[src/rtl/remap_pkg.sv]
package remap_pkg;
  localparam int SHAPE_W = 32;
  localparam int DIM_W   = 6;
  localparam int OFS_W   = 4;
  localparam int VL_W    = 7;
  localparam int NAX     = 3;
  localparam int AX_W    = 2;
  localparam int WGT_W   = 2 * DIM_W + 1;
  localparam int IDX_W   = NAX * DIM_W + 1;

  typedef logic [DIM_W-1:0] dim_t;
  typedef logic [AX_W-1:0]  ax_t;

  typedef struct packed {
    logic [1:0]       mode;
    logic [1:0]       skip;
    logic [OFS_W-1:0] offset;
    logic [NAX-1:0]   inv;
    logic [2:0]       perm;
    dim_t             zd;
    dim_t             yd;
    dim_t             xd;
  } shape_t;

  localparam ax_t AX_X = 2'd0;
  localparam ax_t AX_Y = 2'd1;
  localparam ax_t AX_Z = 2'd2;
endpackage

[src/rtl/remap_order_dec.sv]
module remap_order_dec
  import remap_pkg::*;
(
  input  logic [2:0]        perm_i,
  output ax_t [NAX-1:0]     ord_o,
  output ax_t [NAX-1:0]     pos_o,
  output logic              indexed_o
);
  // ord_o[p]: axis at nesting position p (0 = innermost)
  always_comb begin
    indexed_o = 1'b0;
    case (perm_i)
      3'b000: begin ord_o[0] = AX_X; ord_o[1] = AX_Y; ord_o[2] = AX_Z; end
      3'b001: begin ord_o[0] = AX_X; ord_o[1] = AX_Z; ord_o[2] = AX_Y; end
      3'b010: begin ord_o[0] = AX_Y; ord_o[1] = AX_X; ord_o[2] = AX_Z; end
      3'b011: begin ord_o[0] = AX_Y; ord_o[1] = AX_Z; ord_o[2] = AX_X; end
      3'b100: begin ord_o[0] = AX_Z; ord_o[1] = AX_X; ord_o[2] = AX_Y; end
      3'b101: begin ord_o[0] = AX_Z; ord_o[1] = AX_Y; ord_o[2] = AX_X; end
      default: begin
        ord_o[0] = AX_X; ord_o[1] = AX_Y; ord_o[2] = AX_Z;
        indexed_o = 1'b1;
      end
    endcase
  end

  // inverse map: position of each axis
  always_comb begin
    pos_o = '0;
    for (int p = 0; p < NAX; p++) begin
      pos_o[ord_o[p]] = ax_t'(p);
    end
  end
endmodule

[src/rtl/remap_axis_ctr.sv]
module remap_axis_ctr
  import remap_pkg::*;
(
  input  logic clk,
  input  logic rst_n,
  input  logic load_i,
  input  logic adv_i,
  input  logic inv_i,
  input  dim_t size_m1_i,
  output dim_t cnt_o,
  output logic at_end_o
);
  dim_t cnt_q;
  dim_t cnt_d;
  dim_t home;
  logic cnt_en;

  assign home     = inv_i ? size_m1_i : '0;
  assign at_end_o = inv_i ? (cnt_q == '0) : (cnt_q == size_m1_i);
  assign cnt_en   = load_i | adv_i;
  assign cnt_o    = cnt_q;

  always_comb begin
    cnt_d = cnt_q;
    if (load_i) begin
      cnt_d = home;
    end else if (adv_i) begin
      if (at_end_o)   cnt_d = home;
      else if (inv_i) cnt_d = cnt_q - DIM_W'(1);
      else            cnt_d = cnt_q + DIM_W'(1);
    end
  end

  always_ff @(posedge clk or negedge rst_n) begin
    if (!rst_n) begin
      cnt_q <= '0;
    end else if (cnt_en) begin
      cnt_q <= cnt_d;
    end
  end
endmodule

[src/rtl/remap_index_calc.sv]
module remap_index_calc
  import remap_pkg::*;
(
  input  dim_t [NAX-1:0]   ctr_i,
  input  dim_t [NAX-1:0]   size_m1_i,
  input  logic             skip_en_i,
  input  ax_t              skip_ax_i,
  input  logic [OFS_W-1:0] ofs_i,
  output logic [IDX_W-1:0] index_o
);
  logic [NAX-1:0]   keep;
  logic [WGT_W-1:0] span   [NAX];
  logic [WGT_W-1:0] weight [NAX];
  logic [IDX_W-1:0] term   [NAX];

  always_comb begin
    for (int a = 0; a < NAX; a++) begin
      keep[a] = !(skip_en_i && (skip_ax_i == ax_t'(a)));
    end
  end

  genvar g;
  generate
    for (g = 0; g < NAX; g++) begin : g_axis
      assign span[g] = keep[g] ? (WGT_W'(size_m1_i[g]) + WGT_W'(1)) : WGT_W'(1);
      if (g == 0) begin : g_base
        assign weight[g] = WGT_W'(1);
      end else begin : g_chain
        assign weight[g] = weight[g-1] * span[g-1];
      end
      assign term[g] = keep[g] ? (IDX_W'(ctr_i[g]) * IDX_W'(weight[g])) : '0;
    end
  endgenerate

  assign index_o = IDX_W'(ofs_i) + term[0] + term[1] + term[2];
endmodule

[src/rtl/mtx_index_remap.sv]
module mtx_index_remap
  import remap_pkg::*;
(
  input  logic             clk,
  input  logic             rst_n,
  input  logic [31:0]      shape_i,
  input  logic             start_i,
  input  logic [6:0]       vlen_i,
  input  logic             step_valid_i,
  output logic             step_ready_o,
  output logic [18:0]      index_o,
  output logic             done_o,
  output logic             idx_mode_o
);
  shape_t shape_in, shape_q, shape_ld;
  logic [VL_W-1:0] vl_q, cnt_q, cnt_d;
  logic busy_q, busy_d, done_q, done_d, idxm_q, idxm_d;
  logic acc, last, lin, perm_idx, start_idx, skip_en;
  ax_t  skip_ax;
  dim_t [NAX-1:0] size_sel, ctr_val;
  logic [NAX-1:0] inv_sel, at_end, adv;
  ax_t  [NAX-1:0] ord, posof;
  logic [NAX:0]   carry_pos;
  logic [IDX_W-1:0] calc_idx;

  assign shape_in = shape_t'(shape_i);
  // on start the counters load from the incoming word
  assign shape_ld = start_i ? shape_in : shape_q;
  assign size_sel = {shape_ld.zd, shape_ld.yd, shape_ld.xd};
  assign inv_sel  = shape_ld.inv;

  remap_order_dec u_ord (
    .perm_i    (shape_ld.perm),
    .ord_o     (ord),
    .pos_o     (posof),
    .indexed_o (perm_idx)
  );

  assign start_idx = (shape_in.mode == 2'b00) && perm_idx;
  assign acc       = busy_q & step_valid_i & ~start_i;
  assign last      = (cnt_q == (vl_q - VL_W'(1)));

  // ripple carry along the nesting order
  always_comb begin
    carry_pos[0] = acc;
    for (int p = 0; p < NAX; p++) begin
      carry_pos[p+1] = carry_pos[p] & at_end[ord[p]];
    end
    for (int a = 0; a < NAX; a++) begin
      adv[a] = carry_pos[posof[a]];
    end
  end

  genvar g;
  generate
    for (g = 0; g < NAX; g++) begin : g_ctr
      remap_axis_ctr u_ctr (
        .clk       (clk),
        .rst_n     (rst_n),
        .load_i    (start_i),
        .adv_i     (adv[g]),
        .inv_i     (inv_sel[g]),
        .size_m1_i (size_sel[g]),
        .cnt_o     (ctr_val[g]),
        .at_end_o  (at_end[g])
      );
    end
  endgenerate

  always_comb begin
    skip_en = (shape_q.skip != 2'b00);
    case (shape_q.skip)
      2'b01:   skip_ax = ord[0];
      2'b10:   skip_ax = ord[1];
      2'b11:   skip_ax = ord[2];
      default: skip_ax = AX_X;
    endcase
  end

  remap_index_calc u_calc (
    .ctr_i     (ctr_val),
    .size_m1_i ({shape_q.zd, shape_q.yd, shape_q.xd}),
    .skip_en_i (skip_en),
    .skip_ax_i (skip_ax),
    .ofs_i     (shape_q.offset),
    .index_o   (calc_idx)
  );

  assign lin = (shape_q == '0);

  // control next state
  always_comb begin
    cnt_d  = cnt_q;
    busy_d = busy_q;
    done_d = done_q;
    idxm_d = idxm_q;
    if (start_i) begin
      cnt_d  = '0;
      idxm_d = start_idx;
      busy_d = !start_idx && (vlen_i != '0);
      done_d = start_idx || (vlen_i == '0);
    end else if (acc) begin
      cnt_d = cnt_q + VL_W'(1);
      if (last) begin
        busy_d = 1'b0;
        done_d = 1'b1;
      end
    end
  end

  always_ff @(posedge clk or negedge rst_n) begin
    if (!rst_n) begin
      shape_q <= '0;
      vl_q    <= '0;
    end else if (start_i) begin
      shape_q <= shape_in;
      vl_q    <= vlen_i;
    end
  end

  always_ff @(posedge clk or negedge rst_n) begin
    if (!rst_n) begin
      cnt_q  <= '0;
      busy_q <= 1'b0;
      done_q <= 1'b0;
      idxm_q <= 1'b0;
    end else if (start_i || acc) begin
      cnt_q  <= cnt_d;
      busy_q <= busy_d;
      done_q <= done_d;
      idxm_q <= idxm_d;
    end
  end

  assign step_ready_o = busy_q;
  assign done_o       = done_q;
  assign idx_mode_o   = idxm_q;
  assign index_o      = lin ? IDX_W'(cnt_q) : calc_idx;
endmodule

[config.mk]
export PLATFORM = sky130hd
export DESIGN_NAME = mtx_index_remap
export DESIGN_NICKNAME = d
export VERILOG_FILES = /design/src/rtl/remap_pkg.sv /design/src/rtl/remap_order_dec.sv /design/src/rtl/remap_axis_ctr.sv /design/src/rtl/remap_index_calc.sv /design/src/rtl/mtx_index_remap.sv
export SDC_FILE = /design/constraint.sdc
export NUM_CORES = 1
export LEC_CHECK = 0
export BUFFER_PORTS_ARGS = -buffer_cell sky130_fd_sc_hd__buf_2
export CORE_UTILIZATION = 47
export CTS_BUF_LIST = sky130_fd_sc_hd__clkbuf_4
export DETAILED_ROUTE_END_ITERATION = 8
export PLACE_DENSITY_LB_ADDON = 0.15
export SLEW_MARGIN = 30
export SYNTH_ARGS = -nofsm -noshare
export SYNTH_HDL_FRONTEND = slang
export SYNTH_SLANG_ARGS = --single-unit
[constraint.sdc]
create_clock -name clk -period 16.4 [get_ports clk]
set_input_delay 2.46 -clock clk [delete_from_list [all_inputs] [get_ports clk]]
set_output_delay 2.46 -clock clk [all_outputs]
set_load 0.05 [all_outputs]
==> impl_metrics.sql, run 1 <==
INSERT INTO impl_metrics (metric_group, metric, value, unit) VALUES
('sta', 'skew', '0.0182', 'ns'),
('cts', 'cts-buffers-inserted', '9', ''),
('min_path', 'hold_end', 'done_o', ''),
('die', 'floorplan.die_area', '25200', 'um2'),
('finish', 'area.growth.synth_to_final', '7.48', '%'),
('placed_design', 'place_hpwl', '23600', 'um'),
('setup_path', 'crit_type', 'in -> out', ''),
('finish', 'nNetsFinal', '1713', ''),
('sta', 'fin_crit_sh', '96.1', '%'),
('die', 'die_height', '159', 'um'),
('sta', 'worst_slew_pin_slew', '0.894', 'ns'),
('setup_path', 'critPathLaunchType', 'primary input', ''),
('global_routing', 'vias_in_the_first_global_route', '9428', ''),
('min_path', 'holdCritStartpoint', 'done_o', ''),
('setup_path', 'endpoint_kind', 'output port', ''),
('status', 'run_status', 'complete, no violations', ''),
('cts', 'clock_tree.root_cell', 'clkbuf_4', ''),
('global_routing', 'all_layer_gr_usage', '24.0', '%'),
('routing', 'drt-wirelength-per-cell', '16.3', 'um'),
('routing', 'drt-vias-per-instance', '5.49', ''),
('finish', 'post_route_cells_drive_above_1_share', '12.0', '%'),
('setup_path', 'worstPathArrival', '13.30', 'ns'),
('synth', 'ys_warn_count', '0', ''),
('sta', 'timing.fmax', '63.5', 'MHz'),
('die', 'fp.dieW', '159', 'um'),
('cts', 'cts.sinks', '67', ''),
('cts', 'tritoncts', 'done', ''),
('cts', 'cts_hold_buf', '0', ''),
('placed_design', 'dpl-instance-area', '12200', 'um2'),
('cts', 'cts-root-to-sink-buffers', '2', ''),
('min_path', 'worst_hold_path_type', 'reg -> reg', ''),
('setup_path', 'critical-path-max-stage-delay', '0.55', 'ns'),
('routing', 'route.antenna.remaining_nets', '0', ''),
('setup_path', 'regToRegSetupSlack', '12.78', 'ns'),
('routing', 'totalWireLength', '28500', 'um'),
('synth', 'synth.cell_area', '11500', 'um2'),
('routing', 'first_pass_detailed_route_iteration_total', '5', ''),
('setup_path', 'worstRegToRegCells', '8', ''),
('synth', 'mappedNetlistNets', '1660', ''),
('routing', 'post-route-drc-count', '0', ''),
('sta', 'slew-limit-headroom', '39.8', '%'),
('synth', 'postSynth.topFlopCell', 'dfrtp_1', ''),
('placed_design', 'gp_routability_congestion', '0.939', ''),
('routing', 'drtIter0Drc', '481', ''),
('placed_design', 'buffer_ports.inserted', '64', ''),
('setup_path', 'most_frequent_cell_on_the_critical_path', 'fa_1', ''),
('setup_path', 'crit_family', 'adder cells', ''),
('global_routing', 'grt_start_max_net_pins', '68', ''),
('global_routing', 'antenna_found_initial', '1', ''),
('cts', 'cts.clk_slew.worst_paths', '0.11', 'ns'),
('synth', 'synth-seq-cells', '67', ''),
('setup_path', 'critPathRequiredTime', '13.94', 'ns'),
('flow_run', 'count_of_max_cap_constraint_violations', '0', ''),
('setup_path', 'timing.critical_path.buf_inv', '9', ''),
('finish', 'final_area', '12400', 'um2'),
('die', 'num_rows', '56', ''),
('sta', 'layout_min_cycle_time', '15.76', 'ns'),
('setup_path', 'crit_fanout', '24', ''),
('synth', 'postSynthAreaPerCell', '8.42', 'um2'),
('setup_path', 'timing.rr.end', 'g_ctr[1].u_ctr.cnt_o[4]', ''),
('die', 'start_util', '48.6', '%'),
('sta', 'hold_viol', '0', ''),
('global_routing', 'grt_pass1_wl', '47300', 'um'),
('die', 'pin_count', '65', ''),
('routing', 'vias', '9588', ''),
('sta', 'timing_max_transition_violations_final', '0', ''),
('cts', 'clkLatencyLatePin', '0.42', 'ns'),
('die', 'core_area', '23800', 'um2'),
('setup_path', 'worst_r2r_startpoint', 'shape_q[21]', ''),
('synth', 'async_flop_share', '100', '%'),
('setup_path', 'slowest_stage_cell_cp', 'fa_1', ''),
('synth', 'post_synth_inst_count', '1370', ''),
('global_routing', 'remaining_global_route_overflow', '0', ''),
('synth', 'synth_sequential_area_ratio', '14.5', '%'),
('synth', 'synthDistinctLibCells', '78', ''),
('synth', 'number_of_synthesized_flops_with_an_enable_pin', '0', ''),
('min_path', 'hold_path_depth', '1', ''),
('sta', 'report.final.setup_viol', '0', ''),
('cts', 'htreeDepth', '3', '');
-- area by class of cell --
| type | instances | area, um2 |
|---|---|---|
| Fill cell | 2321 | 11300 |
| Multi-Input combinational cell | 1059 | 8950 |
| Sequential cell | 67 | 1680 |
| Inverter | 202 | 758 |
| Timing Repair Buffer | 84 | 483 |
| Tap cell | 319 | 399 |
| Clock buffer | 11 | 82.6 |
| Clock inverter | 5 | 53.8 |
| Antenna cell | 1 | 2.50 |
-- cell usage after synthesis, types with 13 or more instances --
master    instances  area [um2]
and2_1           75         469
xor2_1           27         236
mux2_2           34         383
nand3_1          24         120
a21o_1           20         150
nand2b_1         13        81.3
inv_1           201         754
fa_1            104        2080
clkbuf_1         33         124
nor2_1          108         405
xnor2_1          58         508
nand2_1         139         522
ha_1            143        1790
o21ai_0          42         210
mux2i_1          16         160
a21oi_1          58         290
dfrtp_1          67        1680
and3_1           17         106
nor3_1           22         110
nor4_1           13        81.3
-- sequential cells by signal (all words and copies together) (netlist names) --
name               count
shape_q               32
g_ctr.u_ctr.cnt_o     18
cnt_q                  7
vl_q                   7
done_o                 1
idx_mode_o             1
step_ready_o           1
-- through the flow --
step / worst slack, ns / hold slack, ns / setup TNS, ns / std cells / utilization [%]
2_1_floorplan: 0.809 / 0.482 / 0 / 1370 / -
3_5_place_dp: 0.318 / 0.487 / 0 / 1729 / 51.4
4_1_cts: 0.282 / 0.525 / 0 / 1745 / 52.0
6_report: 0.643 / 0.518 / 0 / 1748 / 52.2
5_1_grt: -0.00382 / 0.536 / -0.00382 / 1748 / 52.2
3_3_place_gp: 0.401 / 0.487 / 0 / 1729 / 51.4
-- cells by family after synthesis --
logic type                 count (synthesis)  share of synthesized area [%]
muxes                                     52                           4.95
buffers and inverters                    244                           8.20
DFF                                       67                           14.5
adders and majority gates                247                           33.5
AOI/OAI and AO/OA                        214                           12.6
xor gates and xnor gates                  86                           6.59
and+or+nand+nor                          460                           19.6
-- worst max-delay path by stage --
| stage | startpoint | cells after the start | to | slack (ns) |
|---|---|---|---|---|
| after floorplan | start_i | 44 | index_o[17] | 0.81 |
| after detailed placement | start_i | 47 | index_o[17] | 0.32 |
| after global placement | start_i | 48 | index_o[17] | 0.40 |
| final | start_i | 45 | index_o[18] | 0.64 |
| after global routing | start_i | 46 | index_o[18] | -0.004 |
| after CTS | start_i | 47 | index_o[17] | 0.28 |
-- worst register-to-register path, delay by kind of cell (launching register included) --
kind / cells / cell delay [ns]
flops: 1 / 0.43
simple gates: 3 / 1.17
mux: 2 / 0.72
compound gates: 2 / 0.92
buf+inv: 1 / 0.30
-- what timing repair did --
item	CTS	global route
endpoints found under the setup margin	0	4
resized for setup	0	16
hold endpoints to repair	0	0
buffers inserted	0	2
-- layer usage --
metal	vias up	global-route usage (%)	routed length (um)
met2	235	40.5	13800
met5	-	0	0
met3	43	2.26	1250
met1	4644	32.4	12800
li1	4666	-	-
met4	0	7.51	657
-- cell usage in the layout (no fill, tap or decap), types with 40 or more instances in the layout --
cell     instances
a21oi_1         57
and2_1          75
buf_2           62
dfrtp_1         67
fa_1           104
ha_1           143
inv_1          200
nand2_1        135
nor2_1         107
o21ai_0         40
xnor2_1         58
Power of run 1 is left out: the tool's default activity adds up to more than one toggle a clock period on the data nets, which glitch-free logic cannot reach.
==> run 2, diff against run 1 <==
--- a/config.mk
+++ b/config.mk
@@ -6,6 +6,7 @@
 export NUM_CORES = 1
 export LEC_CHECK = 0
 export BUFFER_PORTS_ARGS = -buffer_cell sky130_fd_sc_hd__buf_2
+export CORE_MARGIN = 2
 export CORE_UTILIZATION = 47
 export CTS_BUF_LIST = sky130_fd_sc_hd__clkbuf_4
 export DETAILED_ROUTE_END_ITERATION = 8
==> constraint.sdc (replaced) <==
create_clock -name clk -period 13.8 [get_ports clk]
set_input_delay 2.07 -clock clk [delete_from_list [all_inputs] [get_ports clk]]
set_output_delay 2.07 -clock clk [all_outputs]
set_load 0.05 [all_outputs]
==> impl_metrics.sql, run 2 (synthesis results as in run 1) <==
INSERT INTO impl_metrics (metric_group, metric, value, unit) VALUES
('status', 'run_status', 'finished with violations', ''),
('status', 'failed_checks', 'setup timing', ''),
('setup_path', 'critical-path-max-stage-delay', '0.53', 'ns'),
('sta', 'timing.fmax', '71.3', 'MHz'),
('placed_design', 'place_hpwl', '24800', 'um'),
('cts', 'cts-root-to-sink-buffers', '2', ''),
('setup_path', 'crit_fanout', '6', ''),
('global_routing', 'remaining_global_route_overflow', '0', ''),
('finish', 'mostFrequentLayoutCell', 'inv_1', ''),
('cts', 'cts.sinks', '67', ''),
('die', 'num_rows', '57', ''),
('sta', 'fin_crit_sh', '102', '%'),
('global_routing', 'all_layer_gr_usage', '23.9', '%'),
('cts', 'tritoncts', 'done', ''),
('global_routing', 'grt_pass1_wl', '50000', 'um'),
('cts', 'clkLatencyLatePin', '0.44', 'ns'),
('placed_design', 'buffer_ports.inserted', '64', ''),
('finish', 'register_ranked_first_by_flip_flop_count', 'shape_q', ''),
('die', 'start_util', '47.7', '%'),
('die', 'core_area', '24200', 'um2'),
('setup_path', 'regToRegSetupSlack', '10.42', 'ns'),
('cts', 'cts-buffers-inserted', '9', ''),
('routing', 'route.antenna.remaining_nets', '0', ''),
('sta', 'hold_viol', '0', ''),
('routing', 'post-route-drc-count', '0', ''),
('placed_design', 'detailedPlace.worstSlack', '-0.584', 'ns'),
('routing', 'first_pass_detailed_route_iteration_total', '5', ''),
('setup_path', 'cp_capture_point', 'index_o[17]', ''),
('placed_design', 'gp_routability_congestion', '0.886', ''),
('sta', 'worst_slew_pin_slew', '0.808', 'ns'),
('setup_path', 'critPathRequiredTime', '11.73', 'ns'),
('setup_path', 'setup.worst_path.start', 'start_i', ''),
('finish', 'area.growth.synth_to_final', '23.3', '%'),
('die', 'floorplan.die_area', '25800', 'um2'),
('finish', 'nNetsFinal', '1836', ''),
('global_routing', 'vias_in_the_first_global_route', '10000', ''),
('setup_path', 'slowest_stage_cell_cp', 'fa_1', ''),
('setup_path', 'critPathLaunchType', 'primary input', ''),
('global_routing', 'grt_start_max_net_pins', '68', ''),
('finish', 'largest_reg_flops', '32', ''),
('sta', 'slew-limit-headroom', '44.6', '%'),
('routing', 'drt-wirelength-per-cell', '16.3', 'um'),
('sta', 'report.final.setup_viol', '4', ''),
('sta', 'rsz0062_at_grt', 'true', ''),
('die', 'fp.dieW', '161', 'um'),
('sta', 'layout_setup_ws', '-0.231', 'ns'),
('finish', 'layout_common_cells', '191 x inv_1, 133 x buf_4, 127 x nand2_1', ''),
('cts', 'cts.clk_slew.worst_paths', '0.13', 'ns'),
('sta', 'timing_max_transition_violations_final', '0', ''),
('flow_run', 'count_of_max_cap_constraint_violations', '0', ''),
('routing', 'drt-vias-per-instance', '5.39', ''),
('routing', 'drtIter0Drc', '424', ''),
('setup_path', 'worstPathArrival', '11.96', 'ns'),
('finish', 'post_route_cells_drive_above_1_share', '26.2', '%'),
('setup_path', 'timing.rr.end', 'g_ctr[0].u_ctr.cnt_o[3]', ''),
('sta', 'skew', '0.0167', 'ns'),
('die', 'die_height', '161', 'um'),
('finish', 'fillerInstances', '2192', ''),
('setup_path', 'most_frequent_cell_on_the_critical_path', 'fa_1', ''),
('routing', 'totalWireLength', '30600', 'um'),
('setup_path', 'worst_r2r_startpoint', 'g_ctr[1].u_ctr.cnt_o[1]', ''),
('finish', 'final_area', '14200', 'um2'),
('setup_path', 'endpoint_kind', 'output port', ''),
('min_path', 'worst_hold_path_type', 'reg -> reg', ''),
('placed_design', 'dpl-instance-area', '13300', 'um2'),
('global_routing', 'antenna_found_initial', '1', ''),
('cts', 'htreeDepth', '3', ''),
('cts', 'clock_tree.root_cell', 'clkbuf_4', ''),
('routing', 'vias', '10100', ''),
('setup_path', 'worstRegToRegCells', '8', ''),
('setup_path', 'crit_type', 'in -> out', ''),
('cts', 'cts_hold_buf', '0', ''),
('die', 'pin_count', '65', ''),
('sta', 'layout_min_cycle_time', '14.03', 'ns');
-- run 2: cell count changes in the layout (fill, tap and decap cells not counted), sizes merged --
cell	delta
buf	+123
clkbuf	-2
o2111ai	+1
bufinv	+1
clkinvlp	-1
clkinv	+1
-- run 2: metal layers --
metal	global-route usage, %	up-vias	wire length [um]
li1	-	4919	-
met1	30.6	4901	13200
met2	42.4	241	15400
met3	2.74	50	1210
met4	7.39	0	818
met5	0	-	0
-- run 2: layout make-up --
type,instances,area [um2],share of cell area [%]
multi-input combinational,1060,9710,68.3
sequential,67,1680,11.8
timing repair buffer,206,1500,10.6
inverter,202,761,5.35
tap,324,405,2.85
clock inverter,6,90.1,0.633
clock buffer,10,75.1,0.528
antenna,1,2.50,0.0176
-- run 2: worst max-delay path, delay by kind of cell --
kind | cells | cell delay [ns]
xor+xnor | 2 | 0.38
simple gates | 9 | 1.30
compound gates | 13 | 2.14
mux | 1 | 0.32
buf+inv | 9 | 0.87
fa+ha+maj | 13 | 4.84
-- run 2: worst min-delay path by stage --
stage	start	to	slack, ns	cells after the start
finish	done_o	done_o	0.50	1
detailed placement	done_o	done_o	0.48	1
global placement	done_o	done_o	0.48	1
floorplan	shape_q[30]	shape_q[30]	0.48	1
global route	done_o	done_o	0.52	1
CTS	done_o	done_o	0.51	1
-- run 2: what timing repair did --
action | CTS | global route
cloned | 1 | 0
endpoints found under the setup margin | 7 | 11
pin swaps | 13 | 71
setup buffers | 8 | 15
resized for setup | 14 | 104
-- run 2: stage by stage --
stage               cells  util [%]  setup TNS, ns  hold WS, ns
floorplan            1370         -              0        0.482
global placement     1836      55.2          -1.55        0.478
detailed placement   1836      55.2          -1.93        0.480
CTS                  1861      56.4          -1.74        0.512
global route         1876      58.8          -3.01        0.525
finish               1876      58.8         -0.617        0.505
Power of run 2 is left out for the same reason.
==> run 3, diff against run 2 <==
--- a/config.mk
+++ b/config.mk
@@ -7,7 +7,7 @@
 export LEC_CHECK = 0
 export BUFFER_PORTS_ARGS = -buffer_cell sky130_fd_sc_hd__buf_2
 export CORE_MARGIN = 2
-export CORE_UTILIZATION = 47
+export CORE_UTILIZATION = 59
 export CTS_BUF_LIST = sky130_fd_sc_hd__clkbuf_4
 export DETAILED_ROUTE_END_ITERATION = 8
 export PLACE_DENSITY_LB_ADDON = 0.15
==> impl_metrics.sql, run 3 (synthesis results as in run 1) <==
INSERT INTO impl_metrics (metric_group, metric, value, unit) VALUES
('status', 'run_status', 'finished with violations', ''),
('status', 'failed_checks', 'setup timing', ''),
('sta', 'hold_viol', '0', ''),
('cts', 'cts-root-to-sink-buffers', '2', ''),
('setup_path', 'critPathRequiredTime', '11.73', 'ns'),
('routing', 'post-route-drc-count', '0', ''),
('setup_path', 'worst_r2r_startpoint', 'shape_q[22]', ''),
('setup_path', 'critPathLaunchType', 'primary input', ''),
('placed_design', 'place_inst', '1775', ''),
('cts', 'cts_hold_buf', '0', ''),
('sta', 'fin_tns_setup', '-0.846', 'ns'),
('flow_run', 'count_of_max_cap_constraint_violations', '0', ''),
('global_routing', 'all_layer_gr_usage', '30.5', '%'),
('placed_design', 'place_hpwl', '24000', 'um'),
('sta', 'fin_crit_sh', '102', '%'),
('sta', 'slew-limit-headroom', '43.8', '%'),
('finish', 'layout_common_cells', '184 x inv_1, 149 x buf_4, 127 x nand2_1', ''),
('die', 'num_rows', '51', ''),
('routing', 'drt-vias-per-instance', '5.68', ''),
('finish', 'final-instance-count-excl-fill', '1840', ''),
('routing', 'drt-wirelength-per-cell', '16.9', 'um'),
('finish', 'post_route_cells_drive_above_1_share', '28.2', '%'),
('die', 'die_height', '144', 'um'),
('cts', 'cts.sinks', '67', ''),
('setup_path', 'crit_fanout', '6', ''),
('die', 'core_area', '19300', 'um2'),
('setup_path', 'timing.rr.end', 'g_ctr[1].u_ctr.cnt_o[5]', ''),
('routing', 'drtIter0Drc', '589', ''),
('global_routing', 'remaining_global_route_overflow', '0', ''),
('routing', 'route.antenna.remaining_nets', '0', ''),
('routing', 'vias', '10500', ''),
('finish', 'area.growth.synth_to_final', '25.8', '%'),
('sta', 'layout_min_cycle_time', '14.07', 'ns'),
('placed_design', 'buffer_ports.inserted', '64', ''),
('finish', 'nNetsFinal', '1859', ''),
('sta', 'layout_setup_ws', '-0.273', 'ns'),
('min_path', 'hold_path_depth', '1', ''),
('sta', 'worst_slew_pin_slew', '0.835', 'ns'),
('global_routing', 'grt_start_max_net_pins', '68', ''),
('sta', 'skew', '0.0153', 'ns'),
('cts', 'clock_tree.root_cell', 'clkbuf_4', ''),
('setup_path', 'timing.critical_path.buf_inv', '11', ''),
('die', 'pin_count', '65', ''),
('routing', 'totalWireLength', '31100', 'um'),
('sta', 'rsz0062_at_grt', 'true', ''),
('global_routing', 'grt_pass1_wl', '50200', 'um'),
('setup_path', 'regToRegSetupSlack', '10.48', 'ns'),
('finish', 'register_ranked_first_by_flip_flop_count', 'shape_q', ''),
('setup_path', 'slowest_stage_cell_cp', 'fa_2', ''),
('setup_path', 'crit_type', 'in -> out', ''),
('placed_design', 'gp_routability_congestion', '0.949', ''),
('die', 'fp.dieW', '144', 'um'),
('finish', 'mostFrequentLayoutCell', 'inv_1', ''),
('sta', 'timing_max_transition_violations_final', '0', ''),
('cts', 'htreeDepth', '3', ''),
('die', 'start_util', '59.7', '%'),
('placed_design', 'detailedPlace.worstSlack', '-0.615', 'ns'),
('cts', 'tritoncts', 'done', ''),
('global_routing', 'antenna_found_initial', '1', ''),
('sta', 'report.final.setup_viol', '5', ''),
('min_path', 'worst_hold_path_type', 'reg -> reg', ''),
('cts', 'cts.clk_slew.worst_paths', '0.12', 'ns'),
('setup_path', 'critical-path-max-stage-delay', '0.59', 'ns'),
('setup_path', 'worstPathArrival', '12.00', 'ns'),
('global_routing', 'vias_in_the_first_global_route', '10300', ''),
('min_path', 'holdCritStartpoint', 'done_o', ''),
('setup_path', 'crit_family', 'adder cells', ''),
('setup_path', 'most_frequent_cell_on_the_critical_path', 'ha_4', ''),
('setup_path', 'endpoint_kind', 'output port', ''),
('setup_path', 'worstRegToRegCells', '11', ''),
('routing', 'first_pass_detailed_route_iteration_total', '6', ''),
('cts', 'cts-buffers-inserted', '9', ''),
('sta', 'timing.fmax', '71.1', 'MHz'),
('cts', 'clkLatencyLatePin', '0.43', 'ns'),
('finish', 'largest_reg_flops', '32', ''),
('min_path', 'hold_end', 'done_o', ''),
('die', 'floorplan.die_area', '20700', 'um2');
run 3: repair_timing:
item	4_1_cts	5_1_grt
pin swaps	83	38
setup buffers	40	5
setup endpoints to repair	7	10
gates resized for setup	90	68
cloned	2	0
run 3: layout make-up:
class | instances | area [um2]
multi-input cells | 1059 | 9800
fillers | 1407 | 4820
repair buffers | 230 | 1790
flip-flops and latches | 67 | 1680
inverters | 202 | 763
well taps | 265 | 332
clock buffers | 11 | 82.6
clock inverters | 5 | 77.6
diodes | 1 | 2.50
run 3: how the worst max path moves through the flow:
stage	from	endpoint	slack, ns	cells past startpoint
3_3_place_gp	start_i	index_o[17]	-0.48	44
6_report	start_i	index_o[17]	-0.27	49
5_1_grt	start_i	index_o[17]	-0.70	50
3_5_place_dp	start_i	index_o[17]	-0.62	45
4_1_cts	start_i	index_o[18]	-0.08	47
2_1_floorplan	start_i	index_o[17]	0.005	45
run 3: metal layers:
layer	share of wire [%]	global-route usage [%]	vias to the layer above
met5	0	0	-
met4	3.5	11.4	0
met2	50	53.2	288
li1	-	-	4947
met3	4.2	3.50	82
met1	42	39.0	5133
run 3: through the flow:
step	cell area [um2]	utilization [%]	hold slack, ns
after floorplan	11900	-	0.482
after global placement	13200	68.5	0.485
after detailed placement	13200	68.5	0.482
after CTS	14200	73.4	0.512
after global routing	14500	75.1	0.519
final	14500	75.1	0.509
Power of run 3 is left out for the same reason.
